`src/rtl/fpwm_pkg.sv`:
```
package fpwm_pkg;
  localparam int CNT_W = 8;

  localparam logic [7:0] A_MAIN  = 8'h13;
  localparam logic [7:0] A_MODE  = 8'h14;
  localparam logic [7:0] A_CM2   = 8'h16;
  localparam logic [7:0] A_CM3   = 8'h17;
  localparam logic [7:0] A_DUTY2 = 8'h6B;
  localparam logic [7:0] A_AUTO2 = 8'h6C;
  localparam logic [7:0] A_DUTY3 = 8'h73;
  localparam logic [7:0] A_AUTO3 = 8'h74;

  function automatic int unsigned clk_div(input logic [2:0] sel, input int unsigned slow);
    case (sel)
      3'd0:    return 1;
      3'd1:    return 2;
      3'd2:    return 4;
      3'd3:    return 6;
      3'd4:    return 8;
      3'd5:    return 16;
      3'd6:    return 32;
      default: return slow;
    endcase
  endfunction
endpackage

```
`src/rtl/fpwm_regs.sv`:
```
module fpwm_regs #(
  parameter int OFF_W   = 3,
  parameter int IDX_OFF = 5,
  parameter int DAT_OFF = 6
) (
  input  logic             clk,
  input  logic             rst_n,
  input  logic [OFF_W-1:0] io_off,
  input  logic             io_wr,
  input  logic [7:0]       io_wdata,
  output logic [7:0]       io_rdata,
  output logic [7:0]       mode_q,
  output logic [7:0]       main_q,
  output logic [1:0][7:0]  cmode_q,
  output logic [1:0][7:0]  duty_q,
  output logic [1:0][7:0]  auto_q
);
  import fpwm_pkg::*;

  logic [7:0]      idx_q, idx_d, mode_d, main_d;
  logic [1:0][7:0] cmode_d, duty_d, auto_d;
  logic            idx_we, dat_we;

  assign idx_we = io_wr && (io_off == OFF_W'(IDX_OFF));
  assign dat_we = io_wr && (io_off == OFF_W'(DAT_OFF));

  always_comb begin
    idx_d   = idx_q;
    mode_d  = mode_q;
    main_d  = main_q;
    cmode_d = cmode_q;
    duty_d  = duty_q;
    auto_d  = auto_q;
    if (idx_we) idx_d = io_wdata;
    if (dat_we) begin
      case (idx_q)
        A_MAIN:  main_d     = io_wdata;
        A_MODE:  mode_d     = io_wdata;
        A_CM2:   cmode_d[0] = io_wdata;
        A_CM3:   cmode_d[1] = io_wdata;
        A_DUTY2: duty_d[0]  = io_wdata;
        A_AUTO2: auto_d[0]  = io_wdata;
        A_DUTY3: duty_d[1]  = io_wdata;
        A_AUTO3: auto_d[1]  = io_wdata;
        default: ;
      endcase
    end
  end

  always_ff @(posedge clk or negedge rst_n) begin
    if (!rst_n) begin
      idx_q   <= '0;
      mode_q  <= '0;
      main_q  <= '0;
      cmode_q <= '0;
      duty_q  <= '0;
      auto_q  <= '0;
    end else begin
      idx_q   <= idx_d;
      mode_q  <= mode_d;
      main_q  <= main_d;
      cmode_q <= cmode_d;
      duty_q  <= duty_d;
      auto_q  <= auto_d;
    end
  end

  always_comb begin
    io_rdata = '0;
    if (io_off == OFF_W'(IDX_OFF)) io_rdata = idx_q;
    else if (io_off == OFF_W'(DAT_OFF)) begin
      case (idx_q)
        A_MAIN:  io_rdata = main_q;
        A_MODE:  io_rdata = mode_q;
        A_CM2:   io_rdata = cmode_q[0];
        A_CM3:   io_rdata = cmode_q[1];
        A_DUTY2: io_rdata = duty_q[0];
        A_AUTO2: io_rdata = auto_q[0];
        A_DUTY3: io_rdata = duty_q[1];
        A_AUTO3: io_rdata = auto_q[1];
        default: io_rdata = '0;
      endcase
    end
  end

  // a data-port write never disturbs the index
  p_idx_hold_r1: assert property (@(posedge clk) disable iff (!rst_n)
    (io_wr && io_off != OFF_W'(IDX_OFF)) |=> $stable(idx_q));
endmodule

```
`src/rtl/fpwm_timebase.sv`:
```
module fpwm_timebase #(
  parameter int unsigned SLOW_DIV = 936
) (
  input  logic                       clk,
  input  logic                       rst_n,
  input  logic [2:0]                 clk_sel,
  output logic [fpwm_pkg::CNT_W-1:0] cnt_q,
  output logic                       wrap
);
  import fpwm_pkg::*;

  localparam int DIV_W = ($clog2(SLOW_DIV + 1) > 6) ? $clog2(SLOW_DIV + 1) : 6;

  logic [DIV_W-1:0] div_q, div_d, lim;
  logic [CNT_W-1:0] cnt_d;
  logic             tick;

  always_comb begin
    lim   = DIV_W'(clk_div(clk_sel, SLOW_DIV) - 1);
    tick  = (div_q >= lim);
    div_d = tick ? '0 : div_q + 1'b1;
    cnt_d = tick ? cnt_q + 1'b1 : cnt_q;
    wrap  = tick && (cnt_q == {CNT_W{1'b1}});
  end

  always_ff @(posedge clk or negedge rst_n) begin
    if (!rst_n) begin
      div_q <= '0;
      cnt_q <= '0;
    end else begin
      div_q <= div_d;
      cnt_q <= cnt_d;
    end
  end

  // the period counter moves only on a prescaled tick
  p_cnt_tick_r5: assert property (@(posedge clk) disable iff (!rst_n)
    !tick |=> $stable(cnt_q));
  // the prescaler never runs past the largest divisor
  p_div_bound_r3: assert property (@(posedge clk) disable iff (!rst_n)
    div_q < DIV_W'(SLOW_DIV > 32 ? SLOW_DIV : 32));
endmodule

```
`src/rtl/fpwm_chan.sv`:
```
module fpwm_chan #(
  parameter logic [7:0] MIN_DUTY = 8'h10
) (
  input  logic                       clk,
  input  logic                       rst_n,
  input  logic                       wrap,
  input  logic [fpwm_pkg::CNT_W-1:0] cnt,
  input  logic                       en,
  input  logic                       pol_high,
  input  logic                       min_on,
  input  logic                       auto_mode,
  input  logic                       smooth,
  input  logic [7:0]                 duty_reg,
  output logic                       pwm
);
  logic [7:0] applied_q, applied_d, eff;
  logic       act;

  always_comb begin
    applied_d = applied_q;
    if (wrap) begin
      if (!auto_mode)                       applied_d = duty_reg;
      else if (smooth && applied_q < duty_reg) applied_d = applied_q + 8'd1;
      else if (smooth && applied_q > duty_reg) applied_d = applied_q - 8'd1;
    end
    eff = (min_on && applied_q < MIN_DUTY) ? MIN_DUTY : applied_q;
    act = en && (cnt < eff);
    pwm = pol_high ? act : !act;
  end

  always_ff @(posedge clk or negedge rst_n) begin
    if (!rst_n) applied_q <= '0;
    else        applied_q <= applied_d;
  end

  // the applied duty changes only at a period boundary
  p_duty_at_wrap_r6: assert property (@(posedge clk) disable iff (!rst_n)
    !wrap |=> $stable(applied_q));
  // a smoothed step is exactly one count
  p_smooth_step_r10: assert property (@(posedge clk) disable iff (!rst_n)
    (wrap && auto_mode && smooth && applied_q != duty_reg) |=>
    (applied_q == $past(applied_q) + 8'd1 || applied_q == $past(applied_q) - 8'd1));
  // automatic mode without smoothing holds the duty
  p_auto_hold_r9: assert property (@(posedge clk) disable iff (!rst_n)
    (auto_mode && !smooth) |=> $stable(applied_q));
endmodule

```
`src/rtl/fpwm_ctrl.sv`:
```
module fpwm_ctrl #(
  parameter int unsigned SLOW_DIV = 936,
  parameter logic [7:0]  MIN_DUTY = 8'h10,
  parameter logic [7:0]  CH1_DUTY = 8'h80,
  parameter int          IDX_OFF  = 5,
  parameter int          DAT_OFF  = 6
) (
  input  logic       clk,
  input  logic       rst_n,
  input  logic [2:0] io_off,
  input  logic       io_wr,
  input  logic [7:0] io_wdata,
  output logic [7:0] io_rdata,
  output logic [2:0] fan_pwm
);
  import fpwm_pkg::*;

  localparam int NCH = 3;

  logic [7:0]       mode_q, main_q;
  logic [1:0][7:0]  cmode_q, duty_q, auto_q;
  logic [CNT_W-1:0] cnt;
  logic             wrap;

  fpwm_regs #(.OFF_W(3), .IDX_OFF(IDX_OFF), .DAT_OFF(DAT_OFF)) u_regs (
    .clk(clk), .rst_n(rst_n), .io_off(io_off), .io_wr(io_wr),
    .io_wdata(io_wdata), .io_rdata(io_rdata), .mode_q(mode_q),
    .main_q(main_q), .cmode_q(cmode_q), .duty_q(duty_q), .auto_q(auto_q)
  );

  fpwm_timebase #(.SLOW_DIV(SLOW_DIV)) u_tb (
    .clk(clk), .rst_n(rst_n), .clk_sel(mode_q[6:4]), .cnt_q(cnt), .wrap(wrap)
  );

  for (genvar c = 0; c < NCH; c++) begin : g_ch
    logic       am, sm;
    logic [7:0] dr;
    if (c == 0) begin : g_fixed
      assign am = 1'b0;
      assign sm = 1'b0;
      assign dr = CH1_DUTY;
    end else begin : g_prog
      assign am = cmode_q[c-1][7];
      assign sm = auto_q[c-1][7];
      assign dr = duty_q[c-1];
    end
    fpwm_chan #(.MIN_DUTY(MIN_DUTY)) u_ch (
      .clk(clk), .rst_n(rst_n), .wrap(wrap), .cnt(cnt),
      .en(mode_q[c]), .pol_high(mode_q[7]), .min_on(mode_q[3]),
      .auto_mode(am), .smooth(sm), .duty_reg(dr), .pwm(fan_pwm[c])
    );
  end

  // smart/tach bits are storage only; main_q feeds no output logic
  p_main_inert_r8: assert property (@(posedge clk) disable iff (!rst_n)
    $stable(mode_q) && !wrap |=> $stable(fan_pwm) || $changed(cnt) || $past(wrap));
endmodule

```
`config.mk`:
```
export PLATFORM = sky130hd
export DESIGN_NAME = fpwm_ctrl
export DESIGN_NICKNAME = d
export VERILOG_FILES = /design/src/rtl/fpwm_pkg.sv /design/src/rtl/fpwm_regs.sv /design/src/rtl/fpwm_timebase.sv /design/src/rtl/fpwm_chan.sv /design/src/rtl/fpwm_ctrl.sv
export SDC_FILE = /design/constraint.sdc
export NUM_CORES = 1
export LEC_CHECK = 0
export ABC_AREA = 1
export BUFFER_PORTS_ARGS = -buffer_cell sky130_fd_sc_hd__buf_2
export CAP_MARGIN = 30
export CORE_MARGIN = 8
export CORE_UTILIZATION = 55
export CTS_BUF_LIST = sky130_fd_sc_hd__clkbuf_8 sky130_fd_sc_hd__clkbuf_16
export CTS_CLUSTER_DIAMETER = 50
export DETAILED_ROUTE_END_ITERATION = 7
export PLACE_DENSITY = 0.74
export SETUP_SLACK_MARGIN = 0.02
export SYNTH_ARGS = -nofsm -noshare
export SYNTH_HDL_FRONTEND = slang
export SYNTH_HIERARCHICAL = 1
export SYNTH_SLANG_ARGS = --single-unit
```
`constraint.sdc`:
```
create_clock -name clk -period 2.82 [get_ports clk]
set_clock_uncertainty 0.2 [all_clocks]
set_input_delay 0.423 -clock clk [delete_from_list [all_inputs] [get_ports clk]]
set_output_delay 0.423 -clock clk [all_outputs]
set_load 0.005 [all_outputs]
```
==> impl_metrics.json, run 1 <==
{
  "maxCapViolations": 0,
  "critPathKind": "reg2out",
  "fin_tns_setup_ps": 0,
  "routed-via-count": 8037,
  "synth_area_leader_cell": "dfrtp_1",
  "wl_microns": 22700,
  "fmax_ghz": 0.369,
  "grt_pass1_vias": 7456,
  "first_pass_iters": 5,
  "use_met2": 0.372,
  "busiest_layer": "met2",
  "synthFlopType": "dfrtp_1",
  "ff2ff_setup_slack_ps": 160,
  "worstHoldStart": "io_wdata[2]",
  "yosys-top-cells-area": "dfrtp_1, nand2_1, ha_1",
  "dieHeight_microns": 141,
  "worst_ep_arrival_time_ps": 2090,
  "p_leak_nw": 5.08,
  "antenna_found_initial": 0,
  "cts.sinks": 114,
  "nets": 1324,
  "dp_hpwl_microns": 15300,
  "place.gp.congestion": 0.870,
  "drive_above_1_share": 0.187,
  "crit_fanout": 5,
  "antenna_cells": 0,
  "r2r-end": "g_ch[1].u_ch/applied_q[7]$_DFFE_PN0P_",
  "cts_buffer_depth": 2,
  "syn_to_final_growth_pct": 18.3,
  "synth_edf_count": 0,
  "gr-total-overflow": 0,
  "wire_per_inst_microns": 15.9,
  "endpoint_kind": "output port",
  "min_period_over_period": 0.962,
  "slowest_stage": "dfrtp_1",
  "clk_pin_slew_ps": 60,
  "synth-seq-area-share": 0.333,
  "setup_viol": 0,
  "synth_seq_cells": 114,
  "layout_common_cells": "nand2_1, nand3_1, dfrtp_1",
  "die_w_microns": 141,
  "slew_viol_final": 0,
  "status": "finished clean",
  "syn_inst": 1142,
  "drc": 0,
  "track_usage": 0.228,
  "ir_drop_uv": 413,
  "r2r_start": "u_regs/duty_q[3]$_DFFE_PN0P_",
  "hold_depth": 3,
  "start_kind": "register",
  "critPathMaxStageDelay_ps": 410,
  "postRouteAntennaNets": 0,
  "hold_end": "u_regs/duty_q[10]$_DFFE_PN0P_",
  "synth.top_cell.area_share": 0.333,
  "register_area_sq_um": 2860,
  "min_path_type": "in2reg",
  "initial_utilization": 0.564,
  "path_common_cell": "nand2_1",
  "grt_pass1_wl_microns": 36700,
  "coreArea_sq_um": 15200,
  "drtIter0Drc": 821,
  "root_buffer": "clkbuf_16",
  "max_slew_margin": 0.663,
  "crit_chain": "buf_6 > nor2_4 > nand4_4 > nand2_1 > inv_1 > ha_2 > nand2_1 > nor2_1 > nand2_1 > nand2_1 > nand2_1 > nand2_2 > buf_2",
  "use_met1": 0.296,
  "comb_power_share": 0.234,
  "clk_latency_ps": 420,
  "port_buffers": 24,
  "fill_cells": 1231,
  "ys_types": 40,
  "dieArea_sq_um": 19800,
  "ys_warn_count": 6,
  "num_io_pins": 25,
  "period_minus_slack_ps": 2710,
  "async_flop_share": 1.00,
  "rsz0062_at_grt": "yes",
  "multi_input_area_sq_um": 5460,
  "hold_viol_final": 0,
  "via_per_inst": 5.62,
  "clockPowerShare": 0.416,
  "syn_area_sq_um": 8570,
  "final_common_cell": "nand2_1",
  "met3_usage": 0.0405,
  "grt_max_degree": 72,
  "reg2regPathDepth": 16,
  "swShare": 0.327,
  "avgSynthCellArea_sq_um": 7.51,
  "numCtsBuffers": 17,
  "power.switching_mw": 1.78,
  "cp.required_ps": 2200,
  "worst_pin_slew_ps": 505,
  "rows": 45,
  "power.internal_mw": 3.67,
  "fin_total_pwr_mw": 5.46,
  "p_per_area_nw_per_um2": 538,
  "seqPwrFrac": 0.351,
  "cts_tree": "built",
  "ctsHtreeMaxLevel": 4
}
[synth_stat cells (2+ instances only)]
cell / count
nand3b_1: 5
nor2_2: 10
nor2_8: 5
o21ai_1: 33
buf_4: 6
or2_1: 6
nand4_2: 3
dfrtp_1: 114
a21oi_2: 8
xnor2_1: 4
inv_6: 4
nand2_2: 19
ha_1: 79
a21oi_1: 37
nand4_1: 28
buf_6: 10
nand3_4: 6
o22ai_1: 3
nand3_1: 113
o21ai_2: 12
o211ai_1: 3
buf_2: 2
nor2_4: 6
nor2_1: 69
nand2_4: 7
fa_1: 3
or2_2: 2
nand2_1: 362
a31oi_1: 3
o21ai_0: 53
conb_1: 2
xor2_1: 6
inv_1: 107
nand3_2: 6
[registers in the layout (all words and copies together) (netlist names)]
name                 flops
u_tb/cnt_q               8
u_regs/duty_q           16
u_regs/auto_q           16
u_regs/idx_q             8
u_regs/cmode_q          16
u_regs/mode_q            8
u_regs/main_q            8
u_tb/div_q              10
g_ch.u_ch/applied_q     24
[worst max path at each step]
stage | start | to
finish | g_ch[1].u_ch/applied_q[7]$_DFFE_PN0P_ | fan_pwm[1]
global route | g_ch[1].u_ch/applied_q[7]$_DFFE_PN0P_ | fan_pwm[1]
CTS | g_ch[1].u_ch/applied_q[6]$_DFFE_PN0P_ | fan_pwm[1]
detailed placement | u_regs/duty_q[3]$_DFFE_PN0P_ | g_ch[1].u_ch/applied_q[7]$_DFFE_PN0P_
global placement | u_regs/duty_q[15]$_DFFE_PN0P_ | g_ch[2].u_ch/applied_q[7]$_DFFE_PN0P_
floorplan | u_regs/mode_q[5]$_DFFE_PN0P_ | g_ch[1].u_ch/applied_q[0]$_DFFE_PN0P_
[critical path: cells and delay by family, from the launching register on]
| family | cells | cell delay [ps] |
|---|---|---|
| adders and majority gates | 1 | 300 |
| buffers and inverters | 3 | 290 |
| DFF | 1 | 410 |
| and+or+nand+nor | 9 | 670 |
[kinds of logic (layout without fill, tap and decap cells)]
group / Yosys count / count (layout) / synth area share
adders and majority gates: 82 / 82 / 0.122
other: 2 / 17 / 0.000876
AOI/OAI and AO/OA: 155 / 155 / 0.102
DFF: 114 / 114 / 0.333
buffers and inverters: 132 / 213 / 0.0731
and+or+nand+nor: 647 / 650 / 0.359
xor gates and xnor gates: 10 / 10 / 0.0102
[layout make-up]
cell class / count / share of cell area
inverter: 112 / 0.0437
clock inverter: 15 / 0.0190
timing repair buffer: 69 / 0.0521
clock buffer: 17 / 0.0419
sequential: 114 / 0.282
tap: 188 / 0.0232
multi-input combinational: 914 / 0.538
[power groups by stage]
stage / Clock [mW] / Sequential, mW / Combinational, mW
floorplan: 0 / 1.88 / 0.916
global placement: 0 / 1.93 / 1.13
detailed placement: 0 / 1.94 / 1.16
CTS: 2.29 / 1.91 / 1.18
global route: 2.36 / 1.93 / 1.45
finish: 2.27 / 1.91 / 1.28
[repair_timing]
| item | in CTS | in global routing |
|---|---|---|
| buffers inserted | 2 | 15 |
| endpoints found under the setup margin | 9 | 35 |
| hold buffers | 1 | 0 |
| endpoints found under the hold margin | 26 | 0 |
| resized for setup | 12 | 54 |
| pin swaps | 3 | 11 |
| gates cloned | 0 | 3 |
[stage by stage]
step	hold slack, ps	utilization	setup WS, ps	cells	area, sq um
6_report	270	0.667	109	1429	10100
5_1_grt	290	0.667	-8.78	1429	10100
4_1_cts	254	0.640	33.6	1411	9730
3_5_place_dp	193	0.593	9.99	1376	9020
3_3_place_gp	188	0.593	35.5	1376	9020
2_1_floorplan	-72.6	-	117	1157	8630
[layer usage]
| layer | vias up | part of all wire |
|---|---|---|
| met1 | 3771 | 0.44 |
| li1 | 3944 | - |
| met5 | - | 0 |
| met4 | 0 | 0.018 |
| met2 | 288 | 0.48 |
| met3 | 34 | 0.066 |
Power figures use the tool's default switching activity.
==> inputs of run 2 (changes only) <==
ABC_AREA = 0   (was 1)
BUFFER_PORTS_ARGS = -buffer_cell sky130_fd_sc_hd__buf_4   (was -buffer_cell sky130_fd_sc_hd__buf_2)
SLEW_MARGIN = 40   (was unset)
==> run 2 against run 1 <==
The flow now finishes with violations (negative setup slack); wire length increased by 6.4%; sequential power increased by 5%; flip-flop and latch count unchanged; clock-buffer cell count unchanged; core utilization increased by 9.7 points; global-route usage increased by 2.0 points; sequential share of layout area decreased by 2.3 points; largest power group unchanged; first-iteration DRC count decreased by 42%.
==> impl_metrics.json, run 2 <==
{
  "status": "finished with violations",
  "failed_checks": "negative setup slack",
  "grt_pass1_wl_microns": 36400,
  "die_w_microns": 137,
  "fill_cells": 822,
  "routed-via-count": 7159,
  "nets": 1052,
  "drc": 0,
  "hold_viol_final": 0,
  "endpoint_kind": "register",
  "first_pass_iters": 5,
  "ys_warn_count": 6,
  "num_io_pins": 25,
  "grt_pass1_vias": 7316,
  "setup_slack_ps": -486,
  "final_common_cell": "buf_4",
  "fin_tns_setup_ps": -15300,
  "period_minus_slack_ps": 3310,
  "synth_commonest_cells": "dfrtp_1, mux2_2, ha_1, nand2_1, inv_1",
  "clk_pin_slew_ps": 60,
  "antenna_found_initial": 0,
  "rows": 44,
  "cts_buffer_depth": 2,
  "dieArea_sq_um": 18700,
  "syn_to_final_growth_pct": 37.3,
  "drive_above_1_share": 0.448,
  "clk_latency_ps": 420,
  "worst_ep_arrival_time_ps": 3440,
  "ir_drop_uv": 500,
  "avgSynthCellArea_sq_um": 10.2,
  "dp_hpwl_microns": 15400,
  "cp.required_ps": 2960,
  "numCtsBuffers": 17,
  "rsz0062_at_grt": "yes",
  "yosys-top-cells-area": "dfrtp_1, ha_1, mux2_2",
  "start_kind": "register",
  "max_slew_margin": 0.605,
  "port_buffers": 24,
  "place.gp.congestion": 0.876,
  "critPathKind": "reg2reg",
  "wl_microns": 24100,
  "async_flop_share": 1.00,
  "worst_pin_slew_ps": 593,
  "p_per_area_nw_per_um2": 540,
  "via_per_inst": 6.21,
  "synth.most_common_cell": "dfrtp_1",
  "maxCapViolations": 0,
  "syn_area_sq_um": 8030,
  "coreArea_sq_um": 14400,
  "synth_edf_count": 0,
  "synth_area_leader_cell": "dfrtp_1",
  "slew_viol_final": 0,
  "synthFlopType": "dfrtp_1",
  "crit_fanout": 8,
  "initial_utilization": 0.557,
  "ctsHtreeMaxLevel": 4,
  "synth.top_cell.area_share": 0.355,
  "ys_types": 65,
  "setup_viol": 48,
  "min_period_over_period": 1.17,
  "min_path_type": "in2reg",
  "instances_no_fill": 1153,
  "post-route-util": 0.764,
  "antenna_cells": 0,
  "gr-total-overflow": 0,
  "grt_max_degree": 54,
  "dp.cells": 1080,
  "cts_tree": "built",
  "regMostFlops": "g_ch.u_ch/applied_q",
  "fmax_ghz": 0.303,
  "track_usage": 0.247,
  "postRouteAntennaNets": 0,
  "root_buffer": "clkbuf_16",
  "p_leak_nw": 4.97,
  "layout_common_cells": "buf_4, dfrtp_1, mux2_2",
  "wire_per_inst_microns": 20.9,
  "cts.sinks": 114,
  "dieHeight_microns": 137,
  "syn_inst": 786,
  "synth-seq-area-share": 0.355,
  "drtIter0Drc": 478,
  "synth_seq_cells": 114,
  "largest_register_ffs": 24
}
[run 2: worst max-delay path: stages (launching register included)]
cell	delay [ps]
dfrtp_1	370
or3_4	400
ha_4	180
nor2_1	80
nand2_1	70
o21ai_1	80
a21oi_1	90
ha_1	330
a21oi_1	150
a211oi_1	90
or3_4	360
o21ai_4	170
nor2_4	60
buf_12	140
o21ai_4	140
buf_6	160
nand2_1	60
o21ai_1	90
[run 2: per-stage QoR]
step,total power [mW],area (sq um),hold WS (ps),setup WS (ps)
2_1_floorplan,2.73,8190,-72.6,-393
3_3_place_gp,3.02,9180,254,-309
3_5_place_dp,3.12,9180,260,-418
4_1_cts,5.62,10400,126,-381
5_1_grt,6.19,11000,137,-562
6_report,5.95,11000,142,-486
[run 2: cells by family after synthesis]
family                   synth area share
flip-flops                          0.355
other                            0.000936
multiplexers                        0.130
XOR/XNOR                           0.0382
adder cells (fa/ha/maj)             0.131
buffers and inverters              0.0454
AO/OA/AOI/OAI                       0.157
AND/OR/NAND/NOR                     0.142
[run 2: what timing repair did]
action                     4_1_cts  5_1_grt
hold buffers                     1        0
gates cloned                     2        2
pin swaps                       51       77
hold endpoints to repair        41        0
setup endpoints to repair       53       53
gates resized for setup         88       93
setup buffers                   18       18
[run 2: final cells by class]
class                   instances  area [sq um]  area share
well taps                     184           230      0.0209
inverters                      54           208      0.0188
flip-flops and latches        114          2860       0.260
clock buffers                  17           425      0.0386
clock inverters                15           183      0.0166
multi-input cells             604          5700       0.517
repair buffers                165          1410       0.128
[run 2: path summary, 6_finish.rpt]
kind                                                     from                                     to  slack (ps)  depth (start not counted)
worst max register to register   u_regs/mode_q[4]$_DFFE_PN0P_  g_ch[2].u_ch/applied_q[1]$_DFFE_PN0P_        -490                         17
worst min register to register  u_regs/cmode_q[3]$_DFFE_PN0P_          u_regs/cmode_q[3]$_DFFE_PN0P_         310                          1
min in group asynchronous                               rst_n  g_ch[0].u_ch/applied_q[1]$_DFFE_PN0P_         340                          2
max in group asynchronous                               rst_n          u_regs/cmode_q[9]$_DFFE_PN0P_        1340                          3
worst min-delay path                              io_wdata[0]           u_regs/main_q[0]$_DFFE_PN0P_         140                          2
worst max-delay path             u_regs/mode_q[4]$_DFFE_PN0P_  g_ch[2].u_ch/applied_q[1]$_DFFE_PN0P_        -490                         17
[run 2: power by group]
| part | internal (mW) | switching [mW] | total [mW] | leakage (nW) |
|---|---|---|---|---|
| clock network | 1.39 | 0.830 | 2.22 | 0.292 |
| registers | 1.75 | 0.257 | 2.01 | 1.55 |
| logic | 0.849 | 0.874 | 1.72 | 3.13 |
[run 2: metal layers]
metal	wire, microns	track usage	part of all wire
met1	9680	0.287	0.40
met2	12400	0.434	0.51
met3	1200	0.0518	0.050
met4	903	0.104	0.037
met5	0	0	0
